[src/rtl/bpg_pkg.sv]
package bpg_pkg;
    typedef enum logic [1:0] {
        ST_IDLE  = 2'd0,
        ST_BURST = 2'd1,
        ST_FINAL = 2'd2
    } bpg_state_e;
endpackage

[src/rtl/bpg_lane_par.sv]
module bpg_lane_par #(
    parameter int DW = 32,
    parameter int BW = 4
) (
    input  logic          clk,
    input  logic          rst_n,
    input  logic [DW-1:0] data,
    input  logic [BW-1:0] be_n,
    output logic          par_q
);
    always_ff @(posedge clk or negedge rst_n) begin
        if (!rst_n) par_q <= 1'b0;
        else        par_q <= ^{data, be_n};
    end


    lane_even_chk: assert property (@(posedge clk) disable iff (!rst_n)
        rst_n |=> ((^{$past(data), $past(be_n), par_q}) == 1'b0));
endmodule

[src/rtl/bpg_phase_fsm.sv]
module bpg_phase_fsm
    import bpg_pkg::*;
(
    input  logic clk,
    input  logic rst_n,
    input  logic frame_n,
    input  logic irdy_n,
    input  logic trdy_n,
    input  logic is_master,
    input  logic is_write,
    input  logic mode32,
    output logic drive_lo,
    output logic drive_hi
);
    bpg_state_e state_q, state_d;

    logic done;
    assign done = !irdy_n && !trdy_n;

    always_comb begin
        state_d = state_q;
        unique case (state_q)
            ST_IDLE:  if (!frame_n) state_d = ST_BURST;
            ST_BURST: if (frame_n)  state_d = done ? ST_IDLE : (irdy_n ? ST_IDLE : ST_FINAL);
            ST_FINAL: if (done || irdy_n) state_d = ST_IDLE;
            default:  state_d = ST_IDLE;
        endcase
    end

    always_ff @(posedge clk or negedge rst_n) begin
        if (!rst_n) state_q <= ST_IDLE;
        else        state_q <= state_d;
    end

    logic want;
    always_comb begin
        want = 1'b0;
        unique case (state_q)
            ST_IDLE:  want = !frame_n && is_master;
            ST_BURST,
            ST_FINAL: want = (is_master && is_write && !irdy_n) ||
                             (!is_master && !is_write && !trdy_n);
            default:  want = 1'b0;
        endcase
    end

    always_ff @(posedge clk or negedge rst_n) begin
        if (!rst_n) begin
            drive_lo <= 1'b0;
            drive_hi <= 1'b0;
        end else begin
            drive_lo <= want;
            drive_hi <= want && !mode32;
        end
    end


    idle_quiet_chk: assert property (@(posedge clk) disable iff (!rst_n)
        (state_q == ST_IDLE && frame_n) |=> (!drive_lo && !drive_hi));

    target_addr_quiet_chk: assert property (@(posedge clk) disable iff (!rst_n)
        (state_q == ST_IDLE && !is_master) |=> !drive_lo);

    master_write_drive_chk: assert property (@(posedge clk) disable iff (!rst_n)
        (state_q != ST_IDLE && is_master && is_write && !irdy_n) |=> drive_lo);

    addr_drive_chk: assert property (@(posedge clk) disable iff (!rst_n)
        (state_q == ST_IDLE && !frame_n && is_master) |=> drive_lo);
endmodule

[src/rtl/bus_parity_gen.sv]
module bus_parity_gen #(
    parameter int DATA_W = 64,
    parameter int LANE_W = 32
) (
    input  logic                clk,
    input  logic                rst_n,
    input  logic [DATA_W-1:0]   ad,
    input  logic [DATA_W/8-1:0] cbe_n,
    input  logic                frame_n,
    input  logic                irdy_n,
    input  logic                trdy_n,
    input  logic                is_master,
    input  logic                is_write,
    input  logic                mode32,
    output logic                par,
    output logic                par64,
    output logic                par_oe,
    output logic                par64_oe
);
    localparam int NLANE  = DATA_W / LANE_W;
    localparam int LANE_B = LANE_W / 8;

    logic [NLANE-1:0] lane_par;

    for (genvar g = 0; g < NLANE; g++) begin : g_lane
        bpg_lane_par #(.DW(LANE_W), .BW(LANE_B)) u_lane (
            .clk   (clk),
            .rst_n (rst_n),
            .data  (ad[g*LANE_W +: LANE_W]),
            .be_n  (cbe_n[g*LANE_B +: LANE_B]),
            .par_q (lane_par[g])
        );
    end

    assign par   = lane_par[0];
    assign par64 = lane_par[NLANE-1];

    bpg_phase_fsm u_fsm (
        .clk       (clk),
        .rst_n     (rst_n),
        .frame_n   (frame_n),
        .irdy_n    (irdy_n),
        .trdy_n    (trdy_n),
        .is_master (is_master),
        .is_write  (is_write),
        .mode32    (mode32),
        .drive_lo  (par_oe),
        .drive_hi  (par64_oe)
    );


    strap_hi_off_chk: assert property (@(posedge clk) disable iff (!rst_n)
        mode32 |=> !par64_oe);

    hi_even_chk: assert property (@(posedge clk) disable iff (!rst_n)
        rst_n |=> ((^{$past(ad[DATA_W-1:LANE_W]), $past(cbe_n[DATA_W/8-1:LANE_B]), par64}) == 1'b0));
endmodule

[config.mk]
export PLATFORM = sky130hd
export DESIGN_NAME = bus_parity_gen
export DESIGN_NICKNAME = d
export VERILOG_FILES = /design/src/rtl/bpg_pkg.sv /design/src/rtl/bpg_lane_par.sv /design/src/rtl/bpg_phase_fsm.sv /design/src/rtl/bus_parity_gen.sv
export SDC_FILE = /design/constraint.sdc
export NUM_CORES = 1
export LEC_CHECK = 0
export BUFFER_PORTS_ARGS = -buffer_cell sky130_fd_sc_hd__buf_2
export CAP_MARGIN = 20
export CORE_MARGIN = 4
export CORE_UTILIZATION = 40
export CTS_CLUSTER_DIAMETER = 100
export DETAILED_ROUTE_END_ITERATION = 6
export HOLD_SLACK_MARGIN = 0.12
export PLACE_DENSITY = 0.83
export REMOVE_ABC_BUFFERS = 1
export SYNTH_ARGS = -nofsm -noshare
export SYNTH_HDL_FRONTEND = slang
export SYNTH_SLANG_ARGS = --single-unit
export TNS_END_PERCENT = 10
[constraint.sdc]
create_clock -name clk -period 2.1 [get_ports clk]
set_clock_uncertainty 0.05 [all_clocks]
set_input_delay 0.42 -clock clk [delete_from_list [all_inputs] [get_ports clk]]
set_output_delay 0.42 -clock clk [all_outputs]
set_load 0.02 [all_outputs]
==> impl_metrics.toml, run 1 <==
[global_routing]
grt_start_max_net_pins = 7
grt_pass1_wl_mm = 3.953
antenna_found_initial = 0
track_usage_pct = 15.79
overflow = 0
grt_pass1_vias = 1051

[clock_network]
htree_num_levels = 1
ctsHoldBuffers = 1
cts_setup_buffers = 0
cts_tree = "built"
cts_inserted_buffers = 3
cts_buffer_depth = 2
clk_latency_ns = 0.24
cts_resized = 0
clkTransAtPathRegs_ns = 0.04
cts_sinks = 6
cts_root_buf = "clkbuf_4"

[placement]
globalplace.congestion = 0.8107
hpwl_mm = 2.407
port_buffers = 83

[floorplanning]
die_w_um = 56.37
ios = 84
die-area_um2 = 3178
start_util_pct = 42.31
num_rows = 17
coreArea_um2 = 2212
fp.dieH_um = 56.37

[pwr]
p_sw_mw = 0.3692
finalPower_mw = 0.9895
intPower_mw = 0.6203
pwr_density_cell_nw_per_um2 = 697.4
leakagePower_nw = 0.6861
power_frac_comb_pct = 70.7
ir_drop_mv = 0.4268
clkPwrFrac_pct = 10.2
power.share.switching_pct = 37.31
sequentialPowerShare_pct = 19.1

[cells_and_area]
drive_above_1_share_pct = 45.99
area_growth_pct = 51.60
antenna_cells = 0
ff_latch_area_um2 = 150.1
layout.nets = 273
n_fill_cell = 217
multi_input_area_um2 = 774.5

[synth]
synthesis.area_um2 = 935.9
synth_top_area_share_pct = 54.28
synth_ff_type = "dfrtp_1"
yosysMostFrequentCell = "xnor2_1"
synth_area_leaders = "xnor2_1 (54%), dfrtp_1 (16%), xor2_1 (7.5%)"
ys_async_sr_fraction_pct = 100.0
yosys_warnings = 0
yosysSeqAreaShare_pct = 16.04
ys_ff_latch = 6
synth_edf_count = 0
syn_area_per_cell_um2 = 9.359
synth_top_cell_by_area = "xnor2_1"
synth_commonest_cells = "xnor2_1 (58), xor2_1 (8), dfrtp_1 (6), ha_1 (4)"
synth_cell_types = 17
netlist_instances = 100

[min_path]
hold_path.class = "primary input to register"

[routing]
drc = 0
vias_per_cell = 4.567
drt-initial-drc-count = 16
routedWlPerCell_um = 11.64
postRouteAntennaNets = 0
vias = 982
finalWirelength_mm = 2.503
drtPass1Iterations = 4

[worst_setup_path]
endpoint_kind = "register"
startpoint_type = "primary input"
critical_path_class = "primary input to register"
crit_arrival_ns = 1.64
path_max_fanout = 1
critPathRequiredTime_ns = 2.17

[timing]
fmax_mhz = 637.6
final.min_clock_period_ns = 1.568
finalHoldViolCount = 0
tightest_slew_ns = 0.2180
hold_ws_ns = 0.2903
finalCritPeriodShare_pct = 74.68
final_max_slew_viol_count = 0
maxSlewHeadroom_pct = 85.33
tns_ns = 0
finalSetupViolCount = 0
rsz0062_at_grt = "no"

[flow_run]
maxCapViolCount = 0

[status]
run_status = "completed"
-- cell type report --
class | count | area share (%)
repair buffers | 84 | 29.98
inverters | 3 | 0.7937
well taps | 28 | 2.469
multi-input cells | 91 | 54.59
flip-flops and latches | 6 | 10.58
clock buffers | 3 | 1.587
-- routing by layer --
layer / global-route usage [%] / vias up / wire, um
li1: - / 490 / -
met4: 10.17 / 0 / 81
met5: 0 / - / 0
met2: 33.22 / 40 / 1544
met1: 12.83 / 444 / 704
met3: 2.529 / 8 / 172
-- placed cells by master (no fill, tap or decap), types with 3 or more instances in the layout --
cell type	synthesis	final
ha_1	4	4
inv_1	3	3
buf_2	0	83
dfrtp_1	6	6
nand2_1	3	3
nor2b_1	3	3
xor2_1	8	8
xnor2_1	58	58
clkbuf_4	0	3
a21oi_1	3	3
-- logic make-up (layout without fill, tap and decap cells) --
kind of cell | after synthesis | in the layout | synth area share, %
DFF | 6 | 6 | 16.04
xor gates and xnor gates | 68 | 68 | 66.58
AOI/OAI and AO/OA | 8 | 8 | 5.081
and+or+nand+nor | 11 | 11 | 5.748
adders and majority gates | 4 | 4 | 5.348
buffers and inverters | 3 | 90 | 1.203
-- worst max-delay path: stages --
cell and delay, ns:
buf_2 0.10, xnor2_1 0.21, xnor2_1 0.17, xnor2_1 0.16, xnor3_1 0.44, xnor2_1 0.14
-- stage by stage --
step / utilization, % / cells / area [um^2] / worst slack (ns)
after global routing: 64.14 / 215 / 1419 / 0.5172
after floorplan: - / 100 / 935.9 / 0.5215
final: 64.14 / 215 / 1419 / 0.5317
after global placement: 62.67 / 211 / 1386 / 0.3723
after CTS: 64.14 / 215 / 1419 / 0.5261
after detailed placement: 62.67 / 211 / 1386 / 0.2774
-- path summary, 6_finish.rpt --
path | slack, ns | to | from | cells past startpoint
worst max-delay path | 0.53 | g_lane[0].u_lane.par_q | cbe_n[1] | 6
worst min-delay path | 0.29 | u_fsm.drive_hi | mode32 | 2
worst max register to register | 0.70 | u_fsm.state_q[1] | u_fsm.state_q[0] | 6
worst min register to register | 0.53 | u_fsm.state_q[1] | u_fsm.state_q[1] | 1
max in group asynchronous | 1.38 | u_fsm.state_q[0] | rst_n | 2
min in group asynchronous | 0.49 | u_fsm.state_q[1] | rst_n | 2
-- power by group through the flow --
stage / clock (mW) / sequential (mW) / combinational (mW)
2_1_floorplan: 0 / 0.227 / 0.478
3_3_place_gp: 0 / 0.188 / 0.671
3_5_place_dp: 0 / 0.190 / 0.702
4_1_cts: 0.105 / 0.189 / 0.708
5_1_grt: 0.117 / 0.194 / 0.756
6_report: 0.101 / 0.189 / 0.700
-- state kept, by name (all words and copies together) (netlist names) --
signal	cells
u_fsm.drive_lo	1
u_fsm.drive_hi	1
u_fsm.state_q	2
g_lane.u_lane.par_q	2
(Power assumes the default switching activity.)
==> run 2: changes to the inputs <==
--- a/config.mk
+++ b/config.mk
@@ -8,11 +8,11 @@
 export BUFFER_PORTS_ARGS = -buffer_cell sky130_fd_sc_hd__buf_2
 export CAP_MARGIN = 20
 export CORE_MARGIN = 4
-export CORE_UTILIZATION = 40
+export CORE_UTILIZATION = 34
 export CTS_CLUSTER_DIAMETER = 100
 export DETAILED_ROUTE_END_ITERATION = 6
 export HOLD_SLACK_MARGIN = 0.12
-export PLACE_DENSITY = 0.83
+export PLACE_DENSITY = 0.75
 export REMOVE_ABC_BUFFERS = 1
 export SYNTH_ARGS = -nofsm -noshare
 export SYNTH_HDL_FRONTEND = slang
==> constraint.sdc (replaced) <==
create_clock -name clk -period 1.4 [get_ports clk]
set_clock_uncertainty 0.05 [all_clocks]
set_input_delay 0.28 -clock clk [delete_from_list [all_inputs] [get_ports clk]]
set_output_delay 0.28 -clock clk [all_outputs]
set_load 0.02 [all_outputs]
==> impl_metrics.toml, run 2 (synthesized netlist as in run 1, its figures left out) <==
[timing]
tightest_slew_ns = 0.2203
finalCritPeriodShare_pct = 97.10
finalSetupViolCount = 0
worst_slack_ns = 0.04064
maxSlewHeadroom_pct = 85.21
hold_ws_ns = 0.1499
final_max_slew_viol_count = 0
finalHoldViolCount = 0
rsz0062_at_grt = "yes"
final.min_clock_period_ns = 1.359
tns_ns = 0
fmax_mhz = 735.6

[pwr]
pwr_density_cell_nw_per_um2 = 1026
leakagePower_nw = 0.7440
ir_drop_mv = 0.9536

[worst_setup_path]
r2r-start = "u_fsm.state_q[0]"
crit_arrival_ns = 1.43
r2r-end = "u_fsm.state_q[1]"
cp-startpoint = "ad[33]"
endpoint_kind = "register"
reg2reg_depth = 6
path_max_fanout = 1
critical_path_class = "primary input to register"
startpoint_type = "primary input"
endpoint = "g_lane[1].u_lane.par_q"
critPathRequiredTime_ns = 1.47
r2r_slack_ns = 0.13

[routing]
finalWirelength_mm = 2.218
drt-initial-drc-count = 24
drc = 0
vias_per_cell = 4.386
drtPass1Iterations = 3
postRouteAntennaNets = 0
vias = 965
routedWlPerCell_um = 10.08

[status]
run_status = "completed"

[clock_network]
cts_buffer_depth = 2
cts_tree = "built"
htree_num_levels = 1
clkTransAtPathRegs_ns = 0.04
cts_sinks = 6
clk_latency_ns = 0.24
cts_root_buf = "clkbuf_4"
cts_inserted_buffers = 3

[global_routing]
antenna_found_initial = 0
grt_start_max_net_pins = 7
grt_pass1_wl_mm = 3.608
track_usage_pct = 12.74
overflow = 0
grt_pass1_vias = 978

[placement]
dp.cells = 215
hpwl_mm = 2.041
post-place-ws_ns = -0.2431
port_buffers = 83
globalplace.congestion = 0.7623
place_area_um2 = 1404

[flow_run]
maxCapViolCount = 0

[cells_and_area]
layout_commonest_cell = "buf_2"
area_growth_pct = 62.17
drive_above_1_share_pct = 52.63
layout.nets = 276
top_regs = "g_lane.u_lane.par_q x2, u_fsm.state_q x2"
postLayoutCellArea_um2 = 1518
antenna_cells = 0
mostFrequentLayoutCells = "buf_2 (82), xnor2_1 (51), xor2_1 (8)"
final_cells = 220

[floorplanning]
num_rows = 18
coreArea_um2 = 2545
die-area_um2 = 3656
die_w_um = 60.47
fp.dieH_um = 60.47
start_util_pct = 36.77
ios = 84

[min_path]
hold_depth = 2
hp-start = "mode32"
hold_path.class = "primary input to register"
-- run 2: critical path, cell delays in order --
cell and delay (ns):
buf_2 0.12, xnor2_2 0.14, xnor2_1 0.23, xnor2_1 0.18, xnor3_1 0.35, xnor2_1 0.14
-- run 2: power by group --
part | internal, mW | total, mW | switching, mW
registers | 0.248 | 0.274 | 0.0259
clock network | 0.0967 | 0.155 | 0.0587
logic | 0.655 | 1.13 | 0.472
-- run 2: timing repair --
action / in CTS / in global routing
hold endpoints to repair: 6 / 0
buffers inserted: 0 / 1
hold buffers: 1 / 0
endpoints found under the setup margin: 0 / 5
resized for setup: 0 / 13
-- run 2: metrics by stage --
stage / utilization [%] / power [mW]
after CTS: 56.44 / 1.510
after global placement: 55.16 / 1.325
final: 59.64 / 1.557
after detailed placement: 55.16 / 1.340
after global routing: 59.64 / 1.708
after floorplan: - / 1.058
-- run 2: layout make-up --
cell class                 instances  area (um^2)
fill                             246         1027
sequential                         6        150.1
clock buffer                       3        22.52
timing repair buffer              87        454.2
multi-input combinational         91        842.1
tap                               30        37.54
inverter                           3        11.26
-- run 2: how the worst min path moves through the flow --
stage / endpoint / slack [ns]
CTS: u_fsm.drive_hi / 0.14
global route: u_fsm.drive_hi / 0.15
floorplan: g_lane[0].u_lane.par_q / -0.07
global placement: u_fsm.drive_lo / 0.06
detailed placement: u_fsm.drive_lo / 0.06
finish: u_fsm.drive_hi / 0.15
-- run 2: routing by layer --
| layer | wire length (um) | vias to the layer above | track usage, % |
|---|---|---|---|
| li1 | - | 497 | - |
| met1 | 780 | 413 | 14.34 |
| met2 | 1173 | 53 | 24.23 |
| met3 | 245 | 2 | 1.064 |
| met4 | 18 | 0 | 5.573 |
| met5 | 0 | - | 0 |
==> run 3: changes to the inputs <==
--- a/config.mk
+++ b/config.mk
@@ -5,14 +5,15 @@
 export SDC_FILE = /design/constraint.sdc
 export NUM_CORES = 1
 export LEC_CHECK = 0
+export ABC_AREA = 1
 export BUFFER_PORTS_ARGS = -buffer_cell sky130_fd_sc_hd__buf_2
 export CAP_MARGIN = 20
 export CORE_MARGIN = 4
-export CORE_UTILIZATION = 34
+export CORE_UTILIZATION = 40
 export CTS_CLUSTER_DIAMETER = 100
 export DETAILED_ROUTE_END_ITERATION = 6
 export HOLD_SLACK_MARGIN = 0.12
-export PLACE_DENSITY = 0.75
+export PLACE_DENSITY = 0.69
 export REMOVE_ABC_BUFFERS = 1
 export SYNTH_ARGS = -nofsm -noshare
 export SYNTH_HDL_FRONTEND = slang
==> impl_metrics.toml, run 3 <==
[status]
run_status = "completed"

[cells_and_area]
utilization_pct = 53.79
area_growth_pct = 26.54
drive_above_1_share_pct = 19.20
antenna_cells = 0
layout.nets = 659
top_regs = "g_lane.u_lane.par_q x2, u_fsm.state_q x2"
layout_commonest_cell = "nand2_1"
mostFrequentLayoutCells = "nand2_1 (353), buf_2 (83), inv_1 (71)"
postLayoutCellArea_um2 = 2625

[pwr]
clkPwrFrac_pct = 16.4
p_sw_mw = 0.7335
ir_drop_mv = 0.4046
power_frac_comb_pct = 66.2
intPower_mw = 0.8269
pwr_density_cell_nw_per_um2 = 594.4
sequentialPowerShare_pct = 17.4
power.share.switching_pct = 47.01
leakagePower_nw = 1.973

[synth]
synth_commonest_cells = "nand2_1 (353), inv_1 (71), inv_2 (12), nand3_1 (11), nand2_2 (10)"
synth_edf_count = 0
netlist_instances = 486
synth_top_area_share_pct = 63.87
yosys.area_share.simple_pct = 71.41
synth-xor-area-share_pct = 2.533
yosysMostFrequentCell = "nand2_1"
ys_async_sr_fraction_pct = 100.0
ys_ff_latch = 6
synth_mux_area_share_pct = 0
syn_area_per_cell_um2 = 4.268
yosys.area_share.adder_pct = 2.413
yosys_warnings = 0
synth_ff_type = "dfrtp_1"
synthesis.area_um2 = 2074
synth_top_family_by_area = "simple AND/OR/NAND/NOR gates"
synth_compound_area_share_pct = 1.387
synth_top_cell_by_area = "nand2_1"
synth_cell_types = 17
yosysSeqAreaShare_pct = 7.238
synth_area_leaders = "nand2_1 (64%), inv_1 (13%), dfrtp_1 (7.2%)"

[floorplanning]
ios = 84
fp.dieH_um = 80.02
num_rows = 25
coreArea_um2 = 4880
die_w_um = 80.02
die-area_um2 = 6402
start_util_pct = 42.51

[clock_network]
cts_inserted_buffers = 3
cts_tree = "built"
htree_num_levels = 1
clkTransAtPathRegs_ns = 0.04
cts_buffer_depth = 2
cts_root_buf = "clkbuf_8"
clk_latency_ns = 0.22
cts_sinks = 6
cts_resized = 0

[timing]
tightest_slew_ns = 0.2174
rsz0062_at_grt = "no"
final_max_slew_viol_count = 0
worst_slack_ns = 0.1517
maxSlewHeadroom_pct = 85.37
finalHoldViolCount = 0
finalSetupViolCount = 0
finalCritPeriodShare_pct = 89.17
final.min_clock_period_ns = 1.248
tns_ns = 0
fmax_mhz = 801.1

[global_routing]
antenna_found_initial = 0
track_usage_pct = 14.74
grt_use_met2_pct = 28.73
grtUsageMet1_pct = 17.65
grt_pass1_wl_mm = 8.266
overflow = 0
top_usage_layer = "met2"
grt_use_met3_pct = 1.467
grt_pass1_vias = 2302
grt_start_max_net_pins = 7

[worst_setup_path]
r2r-end = "u_fsm.drive_hi"
cp_num_buf_inv = 1
path_cells = "inv_1, ha_1, a31oi_1, nor4_1"
crit_arrival_ns = 1.32
slowest_stage = "dfrtp_1"
critPathRequiredTime_ns = 1.47
r2r-start = "u_fsm.state_q[0]"
path_max_fanout = 3
reg2reg_depth = 4
crit_family = "flip-flops"
r2r_slack_ns = 0.15
endpoint_kind = "register"
startpoint_type = "register"
critical_path_class = "register to register"
slowest_delay_ns = 0.37

[placement]
hpwl_mm = 4.257
place_area_um2 = 2574
post-place-ws_ns = 0.005257
globalplace.congestion = 0.8131
port_buffers = 83

[routing]
drc = 0
postRouteAntennaNets = 0
drt-initial-drc-count = 64
routedWlPerCell_um = 7.225
drtPass1Iterations = 4
finalWirelength_mm = 4.624
vias_per_cell = 4.269
vias = 2732

[min_path]
hp-start = "mode32"
hold_depth = 2
min_to = "u_fsm.drive_hi"
hold_path.class = "primary input to register"

[flow_run]
maxCapViolCount = 0
## run 3: changes by cell type after synthesis, sizes merged, moves of 2 or more
cell / change
nand2: +360
inv: +80
xnor2: -56
nand3: +10
nor2: +4
xor2: -4
nor2b: -3
a21oi: -2
xnor3: -2
## run 3: worst reg2reg max path, cell delays in order (launching register included)
cell,delay (ns)
dfrtp_1,0.37
inv_1,0.09
ha_1,0.30
a31oi_1,0.10
nor4_1,0.23
## run 3: cell families (layout without fill, tap and decap cells)
logic type | count (synthesis) | after routing
flops | 6 | 6
simple gates | 382 | 382
buf+inv | 83 | 170
compound gates | 5 | 5
fa+ha+maj | 4 | 4
xor+xnor | 6 | 6
## run 3: power by group through the flow
| stage | Sequential (mW) | Combinational [mW] | Clock (mW) |
|---|---|---|---|
| after floorplan | 0.320 | 0.678 | 0 |
| after global placement | 0.275 | 1.00 | 0 |
| after detailed placement | 0.274 | 1.03 | 0 |
| after CTS | 0.273 | 1.04 | 0.262 |
| after global routing | 0.281 | 1.22 | 0.273 |
| final | 0.272 | 1.03 | 0.256 |
## run 3: area by class of cell
type	instances	area (um^2)
timing repair buffer	84	425.4
multi-input combinational	397	1613
fill	524	2255
inverter	83	311.5
tap	67	83.83
sequential	6	150.1
clock buffer	3	41.29
## run 3: worst max path at each step
stage	startpoint	end	slack [ns]	depth (start not counted)
6_report	u_fsm.state_q[0]	u_fsm.drive_hi	0.15	4
5_1_grt	u_fsm.state_q[0]	u_fsm.drive_lo	0.04	4
4_1_cts	u_fsm.state_q[0]	u_fsm.drive_hi	0.14	4
3_5_place_dp	ad[25]	g_lane[0].u_lane.par_q	0.005	13
3_3_place_gp	ad[25]	g_lane[0].u_lane.par_q	0.06	13
2_1_floorplan	u_fsm.state_q[0]	u_fsm.drive_hi	0.25	4
## run 3: repair_timing
item,4_1_cts,5_1_grt
setup endpoints to repair,0,0
setup buffers,0,0
endpoints found under the hold margin,6,0
hold buffers,1,0
## run 3: through the flow
step	instances	total power [mW]	hold WS [ns]
floorplan	486	0.9978	-0.06559
global placement	636	1.278	0.06774
detailed placement	636	1.305	0.06607
CTS	640	1.577	0.1619
global route	640	1.774	0.1634
finish	640	1.560	0.1674
## run 3: metal layers
metal | part of all wire [%] | routed length (um)
met3 | 4.7 | 218
met2 | 50 | 2307
met1 | 45 | 2097
met4 | 0 | 0
met5 | 0 | 0
